$ cat src/rtl/ls_usb_tx_pkg.sv
package ls_usb_tx_pkg;

  localparam int BYTE_W    = 8;
  localparam int STUFF_RUN = 6;
  localparam logic [BYTE_W-1:0] SYNC_BYTE = 8'h80;
  localparam logic [BYTE_W-1:0] PID_ACK   = 8'hD2;
  localparam logic [BYTE_W-1:0] PID_NAK   = 8'h5A;

  typedef enum logic [2:0] {
    ST_IDLE, ST_PREP, ST_LEAD, ST_DATA, ST_SE0, ST_EOPJ
  } tx_state_t;

  // line_j = 1 means the J level; a zero bit flips the level
  function automatic logic nrzi_next(input logic line_j, input logic bit_val);
    return bit_val ? line_j : ~line_j;
  endfunction

  // length of the run of ones after sending bit_val
  function automatic logic [2:0] run_next(input logic [2:0] run, input logic bit_val);
    return bit_val ? run + 3'd1 : 3'd0;
  endfunction

  function automatic logic [BYTE_W-1:0] hs_pid(input logic ack);
    return ack ? PID_ACK : PID_NAK;
  endfunction

endpackage

$ cat src/rtl/ls_usb_tx_bittimer.sv
module ls_usb_tx_bittimer #(
  parameter int BIT_CLKS = 8
) (
  input  logic clk,
  input  logic rst_n,
  input  logic restart,
  output logic period_end
);
  localparam int CW = (BIT_CLKS > 1) ? $clog2(BIT_CLKS) : 1;
  localparam logic [CW-1:0] LAST = CW'(BIT_CLKS - 1);

  logic [CW-1:0] cnt;

  always_ff @(posedge clk) begin
    if (!rst_n || restart)   cnt <= '0;
    else if (cnt == LAST)    cnt <= '0;
    else                     cnt <= cnt + 1'b1;
  end

  assign period_end = (cnt == LAST) && !restart;
endmodule

$ cat src/rtl/ls_usb_tx_encoder.sv
module ls_usb_tx_encoder
  import ls_usb_tx_pkg::*;
(
  input  logic              clk,
  input  logic              rst_n,
  input  logic              init,
  input  logic              step,
  input  logic [BYTE_W-1:0] next_byte,
  input  logic              more,
  output logic              line_j,
  output logic              stuff_due,
  output logic              byte_end,
  output logic              done
);
  logic [BYTE_W-1:0] sh;
  logic [2:0]        bidx;
  logic [2:0]        ones;

  assign stuff_due = (ones == 3'(STUFF_RUN));
  assign byte_end  = step && !stuff_due && (bidx == 3'(BYTE_W - 1));

  always_ff @(posedge clk) begin
    if (!rst_n) begin
      sh <= '0; bidx <= '0; ones <= '0; line_j <= 1'b1; done <= 1'b0;
    end else if (init) begin
      sh <= SYNC_BYTE; bidx <= '0; ones <= '0; line_j <= 1'b1; done <= 1'b0;
    end else if (step) begin
      if (stuff_due) begin
        line_j <= ~line_j;
        ones   <= '0;
      end else begin
        line_j <= nrzi_next(line_j, sh[0]);
        ones   <= run_next(ones, sh[0]);
        bidx   <= bidx + 3'd1;
        if (byte_end) begin
          if (more) sh <= next_byte;
          else      done <= 1'b1;
        end else begin
          sh <= sh >> 1;
        end
      end
    end
  end
endmodule

$ cat src/rtl/ls_usb_tx.sv
module ls_usb_tx
  import ls_usb_tx_pkg::*;
#(
  parameter int BIT_CLKS = 8,
  parameter int CNT_W    = 8,
  parameter int ADDR_W   = 7
) (
  input  logic              clk,
  input  logic              rst_n,
  input  logic              start,
  input  logic              hs_mode,
  input  logic              hs_ack,
  input  logic [CNT_W-1:0]  byte_count,
  input  logic [7:0]        data_in,
  input  logic              data_valid,
  output logic              data_ready,
  input  logic              addr_wr,
  input  logic [ADDR_W-1:0] addr_in,
  output logic [ADDR_W-1:0] dev_addr,
  output logic              busy,
  output logic              usb_oe,
  output logic              usb_dp,
  output logic              usb_dm
);
  tx_state_t         state;
  logic              hs_r;
  logic [7:0]        pid_r;
  logic [CNT_W-1:0]  left;
  logic              se0_half;
  logic [ADDR_W-1:0] pend_addr;

  logic period_end, accept, step, eop_go, byte_take, commit;
  logic line_j, stuff_due, byte_end, enc_done;
  logic [7:0] next_byte;

  assign accept    = start && (state == ST_IDLE);
  assign eop_go    = (state == ST_DATA) && period_end && enc_done && !stuff_due;
  assign step      = period_end && ((state == ST_LEAD) ||
                     ((state == ST_DATA) && !(enc_done && !stuff_due)));
  assign byte_take = byte_end && (left != '0);
  assign data_ready = byte_take && !hs_r;
  assign next_byte = hs_r ? pid_r : (data_valid ? data_in : 8'h00);
  assign commit    = eop_go && !hs_r;

  ls_usb_tx_bittimer #(.BIT_CLKS(BIT_CLKS)) u_timer (
    .clk(clk), .rst_n(rst_n),
    .restart((state == ST_IDLE) || (state == ST_PREP)),
    .period_end(period_end)
  );

  ls_usb_tx_encoder u_enc (
    .clk(clk), .rst_n(rst_n), .init(accept), .step(step),
    .next_byte(next_byte), .more(left != '0),
    .line_j(line_j), .stuff_due(stuff_due), .byte_end(byte_end), .done(enc_done)
  );

  always_ff @(posedge clk) begin
    if (!rst_n) begin
      state <= ST_IDLE; hs_r <= 1'b0; pid_r <= '0; left <= '0; se0_half <= 1'b0;
    end else begin
      case (state)
        ST_IDLE: if (accept) begin
          state <= ST_PREP;
          hs_r  <= hs_mode;
          pid_r <= hs_pid(hs_ack);
          if (hs_mode)                   left <= CNT_W'(1);
          else if (byte_count <= CNT_W'(1)) left <= '0;
          else                           left <= byte_count - CNT_W'(1);
        end
        ST_PREP: state <= ST_LEAD;
        ST_LEAD: if (period_end) state <= ST_DATA;
        ST_DATA: begin
          if (byte_take) left <= left - CNT_W'(1);
          if (eop_go) begin
            state <= ST_SE0; se0_half <= 1'b0;
          end
        end
        ST_SE0: if (period_end) begin
          if (se0_half) state <= ST_EOPJ;
          else          se0_half <= 1'b1;
        end
        ST_EOPJ: if (period_end) state <= ST_IDLE;
        default: state <= ST_IDLE;
      endcase
    end
  end

  always_ff @(posedge clk) begin
    if (!rst_n) begin
      pend_addr <= '0; dev_addr <= '0;
    end else begin
      if (addr_wr) pend_addr <= addr_in;
      if (commit)  dev_addr  <= pend_addr;
    end
  end

  always_comb begin
    usb_oe = 1'b0; usb_dp = 1'b0; usb_dm = 1'b0;
    case (state)
      ST_PREP:         usb_dm = 1'b1;
      ST_LEAD, ST_EOPJ: begin usb_oe = 1'b1; usb_dm = 1'b1; end
      ST_DATA: begin usb_oe = 1'b1; usb_dm = line_j; usb_dp = ~line_j; end
      ST_SE0:          usb_oe = 1'b1;
      default: ;
    endcase
  end

  assign busy = (state != ST_IDLE);
endmodule

$ cat config.mk
export PLATFORM = sky130hd
export DESIGN_NAME = ls_usb_tx
export DESIGN_NICKNAME = d
export VERILOG_FILES = /design/src/rtl/ls_usb_tx_pkg.sv /design/src/rtl/ls_usb_tx_bittimer.sv /design/src/rtl/ls_usb_tx_encoder.sv /design/src/rtl/ls_usb_tx.sv
export SDC_FILE = /design/constraint.sdc
export NUM_CORES = 1
export LEC_CHECK = 0
export CORE_MARGIN = 1.5
export CORE_UTILIZATION = 57
export CTS_CLUSTER_SIZE = 40
export DETAILED_ROUTE_END_ITERATION = 6
export PLACE_DENSITY = 0.85
export SKIP_LAST_GASP = 1
export SLEW_MARGIN = 25
export SYNTH_ARGS = -nofsm -noshare
export SYNTH_HDL_FRONTEND = slang
export SYNTH_SLANG_ARGS = --single-unit
$ cat constraint.sdc
create_clock -name clk -period 3.2 [get_ports clk]
set_clock_uncertainty 0.1 [all_clocks]
set_input_delay 0.48 -clock clk [delete_from_list [all_inputs] [get_ports clk]]
set_output_delay 0.48 -clock clk [all_outputs]
set_load 0.05 [all_outputs]
==> impl_results.html, run 1 <==
<table>
<tr><th>Metric</th><th>Value</th></tr>
<tr><th colspan="2">Run status</th></tr>
<tr><td>Run status</td><td>finished clean</td></tr>
<tr><th colspan="2">Clock tree</th></tr>
<tr><td>CTS clk-pin slew, worst paths</td><td>0.10 ns</td></tr>
<tr><td>Clock latency on the worst-skew pair</td><td>0.30 ns</td></tr>
<tr><td>Root cell of the clock tree</td><td>clkbuf_8</td></tr>
<tr><td>Post-CTS repair timing setup buffer count</td><td>0</td></tr>
<tr><td>Count of instances resized after the clock tree is built</td><td>0</td></tr>
<tr><td>Clock tree from TritonCTS</td><td>built</td></tr>
<tr><td>CTS H-Tree Depth</td><td>2</td></tr>
<tr><td>Bufs on Longest Clock Path</td><td>2</td></tr>
<tr><td># hold bufs at CTS</td><td>0</td></tr>
<tr><td>Number of sinks driven by the clock tree</td><td>49</td></tr>
<tr><td>CTS Buf Count</td><td>5</td></tr>
<tr><th colspan="2">Detailed routing</th></tr>
<tr><td>Number of remaining DRC errors</td><td>0</td></tr>
<tr><td>Detailed-route vias per instance</td><td>5.806</td></tr>
<tr><td>Wire length reported by the detailed router</td><td>5302 um</td></tr>
<tr><td>Antenna-violating nets left</td><td>0</td></tr>
<tr><td>Number of DRC markers in iteration 0</td><td>106</td></tr>
<tr><td>Number of optimization iterations in the first detailed-route pass</td><td>4</td></tr>
<tr><td>Average routed wire per standard cell</td><td>13.70 um</td></tr>
<tr><td>Via count</td><td>2247</td></tr>
<tr><th colspan="2">Critical path</th></tr>
<tr><td>Critical path data required time</td><td>2.62 ns</td></tr>
<tr><td>Kind of cell with the highest combined delay on the critical path</td><td>simple AND/OR/NAND/NOR gates</td></tr>
<tr><td>CP max FO</td><td>10</td></tr>
<tr><td>Worst-path cell with the longest stage delay</td><td>dfxtp_1</td></tr>
<tr><td>Startpoint type of the worst setup path</td><td>register</td></tr>
<tr><td>Critical Path Sink Type</td><td>output port</td></tr>
<tr><td>Buffering stage count on the worst path with inverters included</td><td>2</td></tr>
<tr><td>Category of the most critical setup path</td><td>reg -&gt; out</td></tr>
<tr><td>Sequence of cells on the critical path</td><td>inv_1 &gt; ha_1 &gt; a22oi_1 &gt; nand3_2 &gt; nor3_1 &gt; buf_4</td></tr>
<tr><td>Critical path's largest stage delay</td><td>0.38 ns</td></tr>
<tr><td>Data arrival time of the critical path</td><td>2.18 ns</td></tr>
<tr><th colspan="2">Global routing</th></tr>
<tr><td>Number of antenna violations at the first check in global routing</td><td>0</td></tr>
<tr><td>Sum of overflow across all layers after global routing</td><td>0</td></tr>
<tr><td>First-pass GRT wire length</td><td>8714 um</td></tr>
<tr><td>Maximum number of pins on one net before global-route repair</td><td>21</td></tr>
<tr><td>Overall track demand over capacity in global routing</td><td>0.2419</td></tr>
<tr><td>Vias in the first global route</td><td>2027</td></tr>
<tr><th colspan="2">Power</th></tr>
<tr><td>Cell internal pwr</td><td>0.8820 mW</td></tr>
<tr><td>Static power due to leakage</td><td>1.135 nW</td></tr>
<tr><td>Register share of total power</td><td>0.527</td></tr>
<tr><td>Total power per unit cell area</td><td>411.8 nW/um^2</td></tr>
<tr><td>Part of the total power dissipated in the clock network</td><td>0.313</td></tr>
<tr><td>Power spent charging and discharging nets</td><td>0.3546 mW</td></tr>
<tr><td>Switching power as a share of total power</td><td>0.2867</td></tr>
<tr><td>Peak supply drop</td><td>0.3337 mV</td></tr>
<tr><td>Share of total power in combinational logic</td><td>0.160</td></tr>
<tr><th colspan="2">Floorplanning</th></tr>
<tr><td>Die boundary height</td><td>68.78 um</td></tr>
<tr><td>Floorplan die area</td><td>4730 um^2</td></tr>
<tr><td>Starting Density</td><td>0.6035</td></tr>
<tr><td>I/O pin count</td><td>42</td></tr>
<tr><td>Placeable core area</td><td>4086 um^2</td></tr>
<tr><td>Std cell rows</td><td>23</td></tr>
<tr><td>Horiz. Die Dim</td><td>68.78 um</td></tr>
<tr><th colspan="2">Finish</th></tr>
<tr><td>Relative area change from synthesis to final layout</td><td>21.77%</td></tr>
<tr><td>Design Area, Final</td><td>3003 um^2</td></tr>
<tr><td>N_diodes</td><td>0</td></tr>
<tr><td>Fraction of layout instances using a drive strength above 1</td><td>0.06825</td></tr>
<tr><td>Most frequent standard cell in the layout excluding fill and tap cells</td><td>dfxtp_1</td></tr>
<tr><td>Fin nets</td><td>375</td></tr>
<tr><td>Commonest non-fill, non-tap cells in the layout</td><td>dfxtp_1 (49), clkdlybuf4s50_1 (40), nor2_1 (36)</td></tr>
<tr><td>Core Util, Final</td><td>0.7348</td></tr>
<tr><th colspan="2">Synthesis</th></tr>
<tr><td>Total of flip-flops plus latches after synthesis</td><td>49</td></tr>
<tr><td>Average size of a mapped cell</td><td>8.248 um^2</td></tr>
<tr><td>Synthesized netlist cell count</td><td>299</td></tr>
<tr><td>Synth Area in Simple Gates</td><td>0.2334</td></tr>
<tr><td>Combinational family with the most area after synthesis</td><td>simple AND/OR/NAND/NOR gates</td></tr>
<tr><td>Post-Synthesis Net Count</td><td>338</td></tr>
<tr><td>EDFF count, synth</td><td>0</td></tr>
<tr><td>Sequential area share after synthesis</td><td>0.3978</td></tr>
<tr><td>Post-synthesis adder-cell area fraction</td><td>0.04566</td></tr>
<tr><td>Leading register cell type out of synthesis</td><td>dfxtp_1</td></tr>
<tr><td>Mux share of post-synthesis cell area</td><td>0.02841</td></tr>
<tr><td>Xor/xnor share of the synthesized area</td><td>0.02841</td></tr>
<tr><td>Fraction of synthesis flops using an asynchronous set or reset pin</td><td>0</td></tr>
<tr><td>Netlist area before placement</td><td>2466 um^2</td></tr>
<tr><td>Compound-cell area share of the yosys netlist</td><td>0.2293</td></tr>
<tr><td>Distinct cells, synth</td><td>52</td></tr>
<tr><td>Number of warning messages in the yosys log</td><td>0</td></tr>
<tr><th colspan="2">STA</th></tr>
<tr><td>Relative slew margins</td><td>0.6441</td></tr>
<tr><td>Pins Over Slew Limit</td><td>0</td></tr>
<tr><td>Worst-margin pin slew</td><td>0.5297 ns</td></tr>
<tr><td>Final setup violation count</td><td>0</td></tr>
<tr><td>Part of the cycle the worst path needs</td><td>0.8631</td></tr>
<tr><td>Setup repair after global routing missed its margin</td><td>no</td></tr>
<tr><td>Fin Setup TNS</td><td>0 ns</td></tr>
<tr><td>Number of hold violations in the final report</td><td>0</td></tr>
<tr><td>Fin crit period</td><td>2.762 ns</td></tr>
<tr><td>Highest Clock Rate</td><td>362.0 MHz</td></tr>
<tr><th colspan="2">Job</th></tr>
<tr><td>MaxCap Viol Count</td><td>0</td></tr>
<tr><th colspan="2">Place</th></tr>
<tr><td>Weighted congestion at the end of routability-driven global placement</td><td>0.8234</td></tr>
<tr><td>Placed instance area</td><td>2905 um^2</td></tr>
<tr><td>Post-detail-place hpwl</td><td>3924 um</td></tr>
<tr><td>Input/output buffers</td><td>41</td></tr>
<tr><th colspan="2">Hold path</th></tr>
<tr><td>Hold/Removal Path Class</td><td>reg -&gt; reg</td></tr>
</table>
## power groups by stage
stage	logic [mW]	clock network, mW	registers [mW]
after floorplan	0.132	0	0.654
after global placement	0.195	0	0.664
after detailed placement	0.197	0	0.665
after CTS	0.198	0.395	0.651
after global routing	0.217	0.424	0.655
final	0.198	0.387	0.652
## registers in the layout (all words and copies together) (netlist names)
name,cells
hs_r,1
left,8
u_timer.cnt,3
u_enc.done,1
pid_r,3
state,3
dev_addr,7
se0_half,1
u_enc.ones,3
u_enc.sh,8
u_enc.line_j,1
pend_addr,7
u_enc.bidx,3
## metrics by stage
stage / total power, mW / hold slack (ns) / setup slack, ns / instances
final: 1.237 / 0.3391 / 0.4379 / 387
after global routing: 1.296 / 0.3692 / 0.2830 / 387
after CTS: 1.244 / 0.3512 / 0.4276 / 387
after detailed placement: 0.8621 / 0.3370 / 0.6971 / 379
after global placement: 0.8588 / 0.3115 / 0.7382 / 379
after floorplan: 0.7863 / 0.2991 / 0.3330 / 299
## Yosys cell counts (all sizes together), types with 2 or more instances
master	n	area share
nand2	35	0.053
a21oi	35	0.073
a211oi	4	0.014
a22oi	3	0.0091
a221o	4	0.016
nor3	13	0.031
inv	10	0.015
or3	3	0.0076
nor2	36	0.055
nand2b	2	0.0051
nor3b	3	0.0091
nor4	2	0.0051
mux2i	7	0.028
a21o	2	0.0091
or4	2	0.0076
xor2	3	0.011
xnor2	5	0.018
a31oi	2	0.0051
clkbuf	13	0.020
o21ai	16	0.032
o211ai	5	0.015
dfxtp	49	0.40
and3	4	0.010
and3b	2	0.0071
nor2b	2	0.0051
ha	9	0.046
nand3b	4	0.012
o22ai	3	0.0076
nand3	5	0.012
## area by class of cell
cell class | instances | area (um^2)
Clock inverter | 3 | 28.78
Clock buffer | 5 | 68.82
Timing Repair Buffer | 44 | 430.4
Inverter | 10 | 37.54
Tap cell | 50 | 62.56
Fill cell | 343 | 1084
Multi-Input combinational cell | 226 | 1394
Sequential cell | 49 | 980.9
## path summary, 6_finish.rpt
check | startpoint | end | slack, ns | cells after the start
setup / recovery | u_enc.ones[0]$_SDFFE_PP0P_ | data_ready | 0.44 | 6
hold / removal | u_timer.cnt[0]$_SDFF_PP0_ | u_timer.cnt[0]$_SDFF_PP0_ | 0.34 | 1
setup reg to reg | u_enc.ones[0]$_SDFFE_PP0P_ | left[0]$_SDFFE_PN0P_ | 0.78 | 7
hold reg to reg | u_timer.cnt[0]$_SDFF_PP0_ | u_timer.cnt[0]$_SDFF_PP0_ | 0.34 | 1
## per-layer routing
metal,up-vias,GRT usage,part of all wire
li1,1150,-,-
met1,1017,0.3098,0.46
met2,76,0.4147,0.47
met3,4,0.04383,0.053
met4,0,0.07108,0.0098
met5,-,0,0
## cells by family (layout without fill, tap and decap cells)
logic type	count (synthesis)	after routing
AO/OA/AOI/OAI	85	85
flip-flops	49	49
XOR/XNOR	8	8
multiplexers	7	7
adder cells (fa/ha/maj)	9	9
buffers and inverters	24	62
AND/OR/NAND/NOR	117	117
Power figures use the tool's default switching activity.
==> run 2: changes to the inputs <==
--- a/config.mk
+++ b/config.mk
@@ -9,6 +9,7 @@
 export CORE_UTILIZATION = 57
 export CTS_CLUSTER_SIZE = 40
 export DETAILED_ROUTE_END_ITERATION = 6
+export HOLD_SLACK_MARGIN = 0.06
 export PLACE_DENSITY = 0.85
 export SKIP_LAST_GASP = 1
 export SLEW_MARGIN = 25
==> results of run 2 <==
The final DEF is identical to that of run 1; final timing and power are the same.
